<file path="src/rtl/cfp_pkg.sv">
// Shared types and protocol constants for the command frame parser.
package cfp_pkg;
    typedef enum logic [1:0] {
        FT_PATIENT = 2'd0,
        FT_PAT_END = 2'd1,
        FT_START   = 2'd2,
        FT_STOP    = 2'd3
    } ftype_e;

    localparam logic [7:0] HDR_LO = 8'd250;
    localparam logic [7:0] HDR_HI = 8'd253;
    localparam logic [7:0] TERM   = 8'd255;
endpackage

</file>
<file path="src/rtl/cfp_frame_fsm.sv">
// Frame sequencer: waits for a header code, counts body bytes and issues
// done / error pulses. Assumes one byte per rx_valid cycle and MAX_PARAMS >= 2.
module cfp_frame_fsm
    import cfp_pkg::*;
#(
    parameter int MAX_PARAMS = 32,
    parameter int LEN_W      = $clog2(MAX_PARAMS + 1)
) (
    input  logic             clk,
    input  logic             rst_n,
    input  logic             in_valid,
    input  logic [7:0]       in_byte,
    output logic             wr_en,
    output logic [LEN_W-1:0] wr_idx,
    output logic             frame_done,
    output logic             frame_err,
    output ftype_e           frame_type,
    output logic [LEN_W-1:0] frame_len,
    output logic             pat_hdr
);
    typedef enum logic {S_IDLE, S_BODY} state_e;

    localparam logic [LEN_W-1:0] LEN_MAX = LEN_W'(MAX_PARAMS);

    state_e           state;
    logic [LEN_W-1:0] cnt;
    ftype_e           ftype;
    logic             done_p;
    logic             err_p;
    logic [7:0]       hdr_off;
    logic             is_hdr;

    // Header detection and its type offset
    always_comb begin
        hdr_off = in_byte - HDR_LO;
        is_hdr  = (in_byte >= HDR_LO) && (in_byte <= HDR_HI);
    end

    // Body byte write strobe toward the parameter store
    always_comb begin
        wr_en  = in_valid && (state == S_BODY) && (in_byte != TERM) && (cnt != LEN_MAX);
        wr_idx = cnt;
    end

    // Sequencer state, byte count and pulse registers
    always_ff @(posedge clk) begin
        if (!rst_n) begin
            state  <= S_IDLE;
            cnt    <= '0;
            ftype  <= FT_PATIENT;
            done_p <= 1'b0;
            err_p  <= 1'b0;
        end else begin
            done_p <= 1'b0;
            err_p  <= 1'b0;
            if (in_valid) begin
                case (state)
                    S_IDLE: begin
                        if (is_hdr) begin
                            state <= S_BODY;
                            cnt   <= '0;
                            ftype <= ftype_e'(hdr_off[1:0]);
                        end
                    end
                    default: begin
                        if (in_byte == TERM) begin
                            done_p <= 1'b1;
                            state  <= S_IDLE;
                        end else if (cnt == LEN_MAX) begin
                            err_p <= 1'b1;
                            state <= S_IDLE;
                        end else begin
                            cnt <= cnt + 1'b1;
                        end
                    end
                endcase
            end
        end
    end

    assign frame_done = done_p;
    assign frame_err  = err_p;
    assign frame_type = ftype;
    assign frame_len  = cnt;
    assign pat_hdr    = in_valid && (state == S_IDLE) && (in_byte == HDR_LO);

    // Body count never passes the buffer size
    assert_len_bound_R7: assert property (@(posedge clk) disable iff (!rst_n)
        cnt <= LEN_MAX);

    // A frame ends either completed or aborted, never both
    assert_done_xor_err_R7: assert property (@(posedge clk) disable iff (!rst_n)
        !(done_p && err_p));

    // Done is a single-cycle pulse
    assert_done_pulse_R3: assert property (@(posedge clk) disable iff (!rst_n)
        done_p |=> !done_p);

    // An idle parser consumes nothing that is not a header
    assert_idle_discard_R2: assert property (@(posedge clk) disable iff (!rst_n)
        (state == S_IDLE && in_valid && !is_hdr) |=> (state == S_IDLE && !done_p && !err_p));

    // Nothing moves without a valid byte
    assert_hold_no_valid_R9: assert property (@(posedge clk) disable iff (!rst_n)
        (!in_valid && state == S_BODY) |=> ($stable(cnt) && state == S_BODY));
endmodule

</file>
<file path="src/rtl/cfp_param_store.sv">
// Parameter byte buffer: one register per body position, written by the
// sequencer, read by index and exposing the leading bytes for settings.
module cfp_param_store #(
    parameter int MAX_PARAMS = 32,
    parameter int SET_BYTES  = 4,
    parameter int LEN_W      = $clog2(MAX_PARAMS + 1)
) (
    input  logic                   clk,
    input  logic                   rst_n,
    input  logic                   wr_en,
    input  logic [LEN_W-1:0]       wr_idx,
    input  logic [7:0]             wr_data,
    input  logic [LEN_W-1:0]       rd_idx,
    output logic [7:0]             rd_byte,
    output logic [8*SET_BYTES-1:0] head
);
    logic [7:0] mem [MAX_PARAMS];

    // Per-position storage registers
    for (genvar g = 0; g < MAX_PARAMS; g++) begin : g_slot
        always_ff @(posedge clk) begin
            if (!rst_n)
                mem[g] <= 8'd0;
            else if (wr_en && (wr_idx == LEN_W'(g)))
                mem[g] <= wr_data;
        end
    end

    // Leading bytes for the settings register
    for (genvar h = 0; h < SET_BYTES; h++) begin : g_head
        assign head[8*h +: 8] = mem[h];
    end

    // Indexed read, zero outside the buffer
    always_comb begin
        rd_byte = 8'd0;
        for (int i = 0; i < MAX_PARAMS; i++)
            if (rd_idx == LEN_W'(i))
                rd_byte = mem[i];
    end
endmodule

</file>
<file path="src/rtl/cfp_run_ctrl.sv">
// Run control: applies completed frames to the acquisition-enable state,
// the settings register and the patient-finished flag. Acts one cycle
// after the done pulse.
module cfp_run_ctrl
    import cfp_pkg::*;
#(
    parameter int SET_BYTES = 4,
    parameter int LEN_W     = 6
) (
    input  logic                   clk,
    input  logic                   rst_n,
    input  logic                   frame_done,
    input  ftype_e                 frame_type,
    input  logic [LEN_W-1:0]       frame_len,
    input  logic [8*SET_BYTES-1:0] head,
    input  logic                   pat_hdr,
    output logic                   acq_enable,
    output logic [8*SET_BYTES-1:0] settings,
    output logic                   patient_done
);
    // Acquisition state and settings latch
    always_ff @(posedge clk) begin
        if (!rst_n) begin
            acq_enable <= 1'b0;
            settings   <= '0;
        end else if (frame_done) begin
            if (frame_type == FT_START) begin
                acq_enable <= 1'b1;
                for (int i = 0; i < SET_BYTES; i++)
                    settings[8*i +: 8] <= (LEN_W'(i) < frame_len) ? head[8*i +: 8] : 8'd0;
            end else if (frame_type == FT_STOP) begin
                acq_enable <= 1'b0;
            end
        end
    end

    // Patient-information finished flag
    always_ff @(posedge clk) begin
        if (!rst_n)
            patient_done <= 1'b0;
        else if (frame_done && frame_type == FT_PAT_END)
            patient_done <= 1'b1;
        else if (pat_hdr)
            patient_done <= 1'b0;
    end

    // Acquisition only starts on a completed start frame
    assert_acq_rise_R4: assert property (@(posedge clk) disable iff (!rst_n)
        $rose(acq_enable) |-> $past(frame_done && frame_type == FT_START));

    // Acquisition only stops on a completed stop frame
    assert_acq_fall_R5: assert property (@(posedge clk) disable iff (!rst_n)
        $fell(acq_enable) |-> $past(frame_done && frame_type == FT_STOP));

    // Settings change only through a start frame
    assert_settings_src_R4: assert property (@(posedge clk) disable iff (!rst_n)
        !$stable(settings) |-> $past(frame_done && frame_type == FT_START));

    // Patient flag rises only on a patient-end frame
    assert_patient_rise_R8: assert property (@(posedge clk) disable iff (!rst_n)
        $rose(patient_done) |-> $past(frame_done && frame_type == FT_PAT_END));
endmodule

</file>
<file path="src/rtl/cmd_frame_parser.sv">
// Host command frame parser top: byte stream in, frame reports,
// parameter buffer read port and acquisition run state out.
// Assumes bytes arrive at most one per cycle from a UART receiver.
module cmd_frame_parser
    import cfp_pkg::*;
#(
    parameter int MAX_PARAMS = 32,
    parameter int SET_BYTES  = 4
) (
    input  logic                              clk,
    input  logic                              rst_n,
    input  logic                              rx_valid,
    input  logic [7:0]                        rx_byte,
    input  logic [$clog2(MAX_PARAMS+1)-1:0]   rd_idx,
    output logic [7:0]                        rd_byte,
    output logic                              cmd_done,
    output logic [1:0]                        cmd_type,
    output logic [$clog2(MAX_PARAMS+1)-1:0]   param_len,
    output logic                              frame_error,
    output logic                              acq_enable,
    output logic [8*SET_BYTES-1:0]            settings,
    output logic                              patient_done
);
    localparam int LEN_W = $clog2(MAX_PARAMS + 1);

    logic             wr_en;
    logic [LEN_W-1:0] wr_idx;
    logic             f_done;
    logic             f_err;
    ftype_e           f_type;
    logic [LEN_W-1:0] f_len;
    logic             pat_hdr;
    logic [8*SET_BYTES-1:0] head;

    cfp_frame_fsm #(.MAX_PARAMS(MAX_PARAMS), .LEN_W(LEN_W)) u_fsm (
        .clk(clk), .rst_n(rst_n), .in_valid(rx_valid), .in_byte(rx_byte),
        .wr_en(wr_en), .wr_idx(wr_idx), .frame_done(f_done), .frame_err(f_err),
        .frame_type(f_type), .frame_len(f_len), .pat_hdr(pat_hdr)
    );

    cfp_param_store #(.MAX_PARAMS(MAX_PARAMS), .SET_BYTES(SET_BYTES), .LEN_W(LEN_W)) u_store (
        .clk(clk), .rst_n(rst_n), .wr_en(wr_en), .wr_idx(wr_idx), .wr_data(rx_byte),
        .rd_idx(rd_idx), .rd_byte(rd_byte), .head(head)
    );

    cfp_run_ctrl #(.SET_BYTES(SET_BYTES), .LEN_W(LEN_W)) u_run (
        .clk(clk), .rst_n(rst_n), .frame_done(f_done), .frame_type(f_type),
        .frame_len(f_len), .head(head), .pat_hdr(pat_hdr),
        .acq_enable(acq_enable), .settings(settings), .patient_done(patient_done)
    );

    assign cmd_done    = f_done;
    assign cmd_type    = f_type;
    assign param_len   = f_len;
    assign frame_error = f_err;

    // Completion and error pulses never coincide at the ports
    assert_port_excl_R3: assert property (@(posedge clk) disable iff (!rst_n)
        !(cmd_done && frame_error));
endmodule

</file>
<file path="config.mk">
export PLATFORM = sky130hd
export DESIGN_NAME = cmd_frame_parser
export DESIGN_NICKNAME = d
export VERILOG_FILES = /design/src/rtl/cfp_pkg.sv /design/src/rtl/cfp_frame_fsm.sv /design/src/rtl/cfp_param_store.sv /design/src/rtl/cfp_run_ctrl.sv /design/src/rtl/cmd_frame_parser.sv
export SDC_FILE = /design/constraint.sdc
export NUM_CORES = 1
export LEC_CHECK = 0
export ABC_AREA = 1
export BUFFER_PORTS_ARGS = -buffer_cell sky130_fd_sc_hd__buf_2
export CAP_MARGIN = 40
export CORE_MARGIN = 5
export CORE_UTILIZATION = 26
export CTS_CLUSTER_DIAMETER = 100
export DETAILED_ROUTE_END_ITERATION = 10
export PLACE_DENSITY = 0.45
export SLEW_MARGIN = 5
export SYNTH_ARGS = -nofsm -noshare
export SYNTH_HDL_FRONTEND = slang
export SYNTH_SLANG_ARGS = --single-unit
</file>
<file path="constraint.sdc">
create_clock -name clk -period 3.1 [get_ports clk]
set_clock_uncertainty 0.2 [all_clocks]
set_input_delay 0.31 -clock clk [delete_from_list [all_inputs] [get_ports clk]]
set_output_delay 0.31 -clock clk [all_outputs]
set_load 0.02 [all_outputs]
</file>
==> qor.txt <==
RUN STATUS
------------------------------------------------------------------------------------
Outcome                                                                 finished, violations left
Violated checks                                                         setup timing

JOB
------------------------------------------------------------------------------------
Max-capacitance violation count                                                    0

HOLD PATH
------------------------------------------------------------------------------------
Hold Path Depth                                                                    4
Tightest Hold Check Type                                                   in -> reg
Startpoint of the worst hold path                                         rx_byte[3]
End point of the worst hold path                                        u_run.patient_done

GLOBAL ROUTE
------------------------------------------------------------------------------------
First-pass GRT wire length                                                 66,300 um
Via count of the first global-routing pass                                    10,800
Total global routing overflow                                                      0
GRT Resource Usage Total                                                       14.9%
Antenna violations before repair                                                   2
Largest net degree at the start of global routing                                 85

PLACE
------------------------------------------------------------------------------------
Input/output buffers                                                              68
Cell count after placement                                                     2,311
Placement Setup Slack                                                        -592 ps
DPL Wire Length                                                            31,100 um
Weighted congestion at the end of routability-driven global placement          0.837

POWER AND IR DROP
------------------------------------------------------------------------------------
NetSw                                                                        2090 uW
Total leakage power                                                       0.00700 uW
Maximum vdd ir drop                                                         0.412 mV
Logic pwr share                                                                 5.7%
Power density relative to cell area                                      539 nW/um^2
Sequential share of power                                                      48.6%
Fraction of power spent switching nets                                         22.4%
Clock share of power                                                           45.8%
Internal cell power                                                          7250 uW

CLOCK TREE
------------------------------------------------------------------------------------
CTS tree                                                                        done
Max Root-Sink Buffers                                                              3
CTS root buffer                                                            clkbuf_16
Number of sinks on the clock net                                                 301
Worst skew pair latency                                                       520 ps
Number of CTS-inserted buffers                                                    37
Register clock-pin slew on the reported worst setup and hold paths             60 ps
Number of levels in the clock H-tree                                               2

DRT
------------------------------------------------------------------------------------
Via count                                                                     11,000
Detailed-route wire length per cell                                          18.2 um
Detail Route Antenna Nets                                                          0
Final WL                                                                   43,700 um
DRC                                                                                0
Via/cell ratio                                                                  4.57
TritonRoute pass-1 iters                                                           5
Number of DRC markers in iteration 0                                             752

STA
------------------------------------------------------------------------------------
Minimum clock period after layout                                            3700 ps
Relative max-transition margin                                                 52.1%
Unrepaired setup endpoints after global routing                                  yes
Max-slew violation count                                                           0
Post-route clock period utilization                                             119%
Setup violations, final                                                            8
Max Clock Freq                                                               270 MHz
Transition at the pin with the smallest max-transition slack                  716 ps
Number of hold violations in the final report                                      0
Fin worst setup slack                                                        -601 ps

SYNTH
------------------------------------------------------------------------------------
Number of different library cells in the post-synthesis netlist                   34
Count of flip-flops with a built-in enable after synthesis                       256
Sequential area share after synthesis                                          62.8%
Library cell with the largest summed area after synthesis                   edfxtp_1
Cell count after synthesis                                                     1,465
Synth area leaders                                                      edfxtp_1 56%, nor2_1 9.4%, nand2_1 8.7%, dfxtp_1 6.6%, nand4_1 3.6%
Number of warning messages in the yosys log                                        0
Predominant post-synthesis flop cell                                        edfxtp_1
FFs w/ async S/R, synth                                                           0%
Flip-flop and latch count after synthesis                                        301
Syn Nets                                                                       1,486
Share of the synthesized area in the top cell type                             56.2%
Post-Syn Area                                                           13,700 sq um
Average footprint of a synthesized cell                                   9.33 sq um

FLOORPLANNING
------------------------------------------------------------------------------------
Core ar.                                                                52,300 sq um
DIE WIDTH                                                                     239 um
Die Area                                                                57,300 sq um
Standard-cell rows                                                                84
I/O pin cnt                                                                       69
Starting density of the core                                                   26.1%
Vertical die dimension                                                        239 um

WORST SETUP PATH
------------------------------------------------------------------------------------
CP required                                                                  2590 ps
CP Capture Type                                                          output port
Category of the worst setup path launch point                                   flop
Path depth of the worst reg2reg path                                              10
Launch instance of the worst register-to-register path                  u_fsm.frame_len[0]
Classification of the worst setup path                                    reg -> out
Worst Path Arrival                                                           3190 ps
Setup slack, reg-to-reg                                                       360 ps
Endpoint of the most critical register-to-register path                 u_store.mem[1][123]
Maximum net fanout on the critical path                                            2

FINISH
------------------------------------------------------------------------------------
Fillers                                                                        5,483
Signed area change from the synthesized netlist to the final layout            26.7%
Final antenna diode count                                                          0
Fraction of final layout cells with drive strength greater than 1              21.5%
Count of placed standard cells in the final layout, fillers left out           2,398
Finished Core Util                                                             33.1%
Fin nets                                                                       1,703

-- timing repair --
action | CTS | global route
pin swaps | 5 | 33
endpoints found under the setup margin | 8 | 8
setup buffers | 11 | 6
endpoints found under the hold margin | 5 | 0
hold buffers | 3 | 0
cloned | 0 | 0
resized for setup | 11 | 31
-- how the worst max path moves through the flow --
| stage | slack [ps] | startpoint | end |
|---|---|---|---|
| 2_1_floorplan | -9 | u_fsm.frame_len[0] | u_store.mem[0][112] |
| 3_3_place_gp | -600 | rd_idx[2] | rd_byte[7] |
| 3_5_place_dp | -590 | rd_idx[2] | rd_byte[7] |
| 4_1_cts | -700 | u_store.mem[0][15] | rd_byte[7] |
| 5_1_grt | -790 | u_store.mem[0][15] | rd_byte[7] |
| 6_report | -600 | u_store.mem[0][15] | rd_byte[7] |
-- registers in the layout, indices dropped and copies added (netlist names) --
name                cells
u_store.mem           256
u_run.settings         32
u_fsm.frame_len         6
u_fsm.frame_type        2
u_fsm.frame_done        1
u_fsm.frame_err         1
u_fsm.state             1
u_run.acq_enable        1
u_run.patient_done      1
-- cells in the mapped netlist, types with 3 or more instances --
master,n
dfxtp_1,45
ha_1,4
nor2_2,11
o21ai_0,43
or2_1,3
or2_2,25
a21oi_1,71
clkbuf_1,48
nor2_1,343
inv_1,109
nand4_1,79
nor3_1,10
nand2_1,316
nor2_4,5
buf_2,3
clkinv_1,9
edfxtp_1,256
nand3_1,52
inv_2,5
o31ai_1,11
-- metrics by stage --
stage	total power [uW]	hold slack [ps]	area [sq um]	TNS, ps
finish	9340	23.4	17300	-3160
detailed placement	5120	258	15800	-3040
global route	9630	67.4	17300	-4890
CTS	9430	3.73	17200	-3960
floorplan	4850	200	13700	-373
global placement	5120	257	15800	-2990
-- routing by layer --
metal	part of all wire (%)	vias to the layer above	GRT usage, %	routed length (um)
met5	0	-	0	0
met1	46	5285	20.7	20100
met3	4.2	66	2.11	1820
li1	-	5346	-	-
met2	48	258	24.8	20900
met4	2.0	0	3.39	883
-- cells in the final DEF (no fill, tap or decap), types with 8 or more instances in the layout --
cell type / n
nand4_1: 79
buf_12: 8
or2_2: 25
buf_2: 67
nand3_2: 13
o21ai_0: 43
nand3_1: 39
nor2_2: 22
nor2_1: 330
edfxtp_1: 256
clkbuf_16: 39
o31ai_1: 11
inv_1: 109
clkinv_1: 16
nand2_2: 12
nand2_1: 305
a21oi_1: 71
clkbuf_1: 10
dfxtp_1: 45
buf_4: 154
nor3_1: 10
-- layout make-up --
type                       instances  area [sq um]  share of cell area (%)
tap                              688           861                    4.97
clock buffer                      51          1040                    6.01
inverter                         123           462                    2.67
clock inverter                    16           154                   0.888
multi-input combinational        986          4530                    26.1
sequential                       301          8590                    49.6
timing repair buffer             233          1690                    9.77
-- worst max-delay path, cell delays in order (launching register included) --
cell,delay (ps)
edfxtp_1,420
nand4_1,120
nand2_1,70
nor2_2,90
nand4_1,180
nand2_1,120
nand3_2,80
nand2_1,80
nand4_1,90
nand2_1,100
nand4_1,140
nand2_1,130
nand4_1,130
nor2_1,180
nand4_1,140
nor2_1,150
nand3_1,100
nand2_1,80
nand4_1,100
buf_4,180
-- cell families after synthesis --
kind of cell | after synthesis | share of synthesized area (%)
buffers and inverters | 178 | 5.08
AND/OR/NAND/NOR | 853 | 26.8
AO/OA/AOI/OAI | 129 | 4.99
flip-flops | 301 | 62.8
adder cells (fa/ha/maj) | 4 | 0.366
-- power groups by stage --
stage / clock, uW / sequential (uW) / combinational [uW]
finish: 4270 / 4530 / 528
global route: 4520 / 4540 / 571
CTS: 4370 / 4530 / 519
detailed placement: 0 / 4620 / 504
global placement: 0 / 4620 / 501
floorplan: 0 / 4600 / 251
Note: power is estimated with default switching activity, not from simulation.
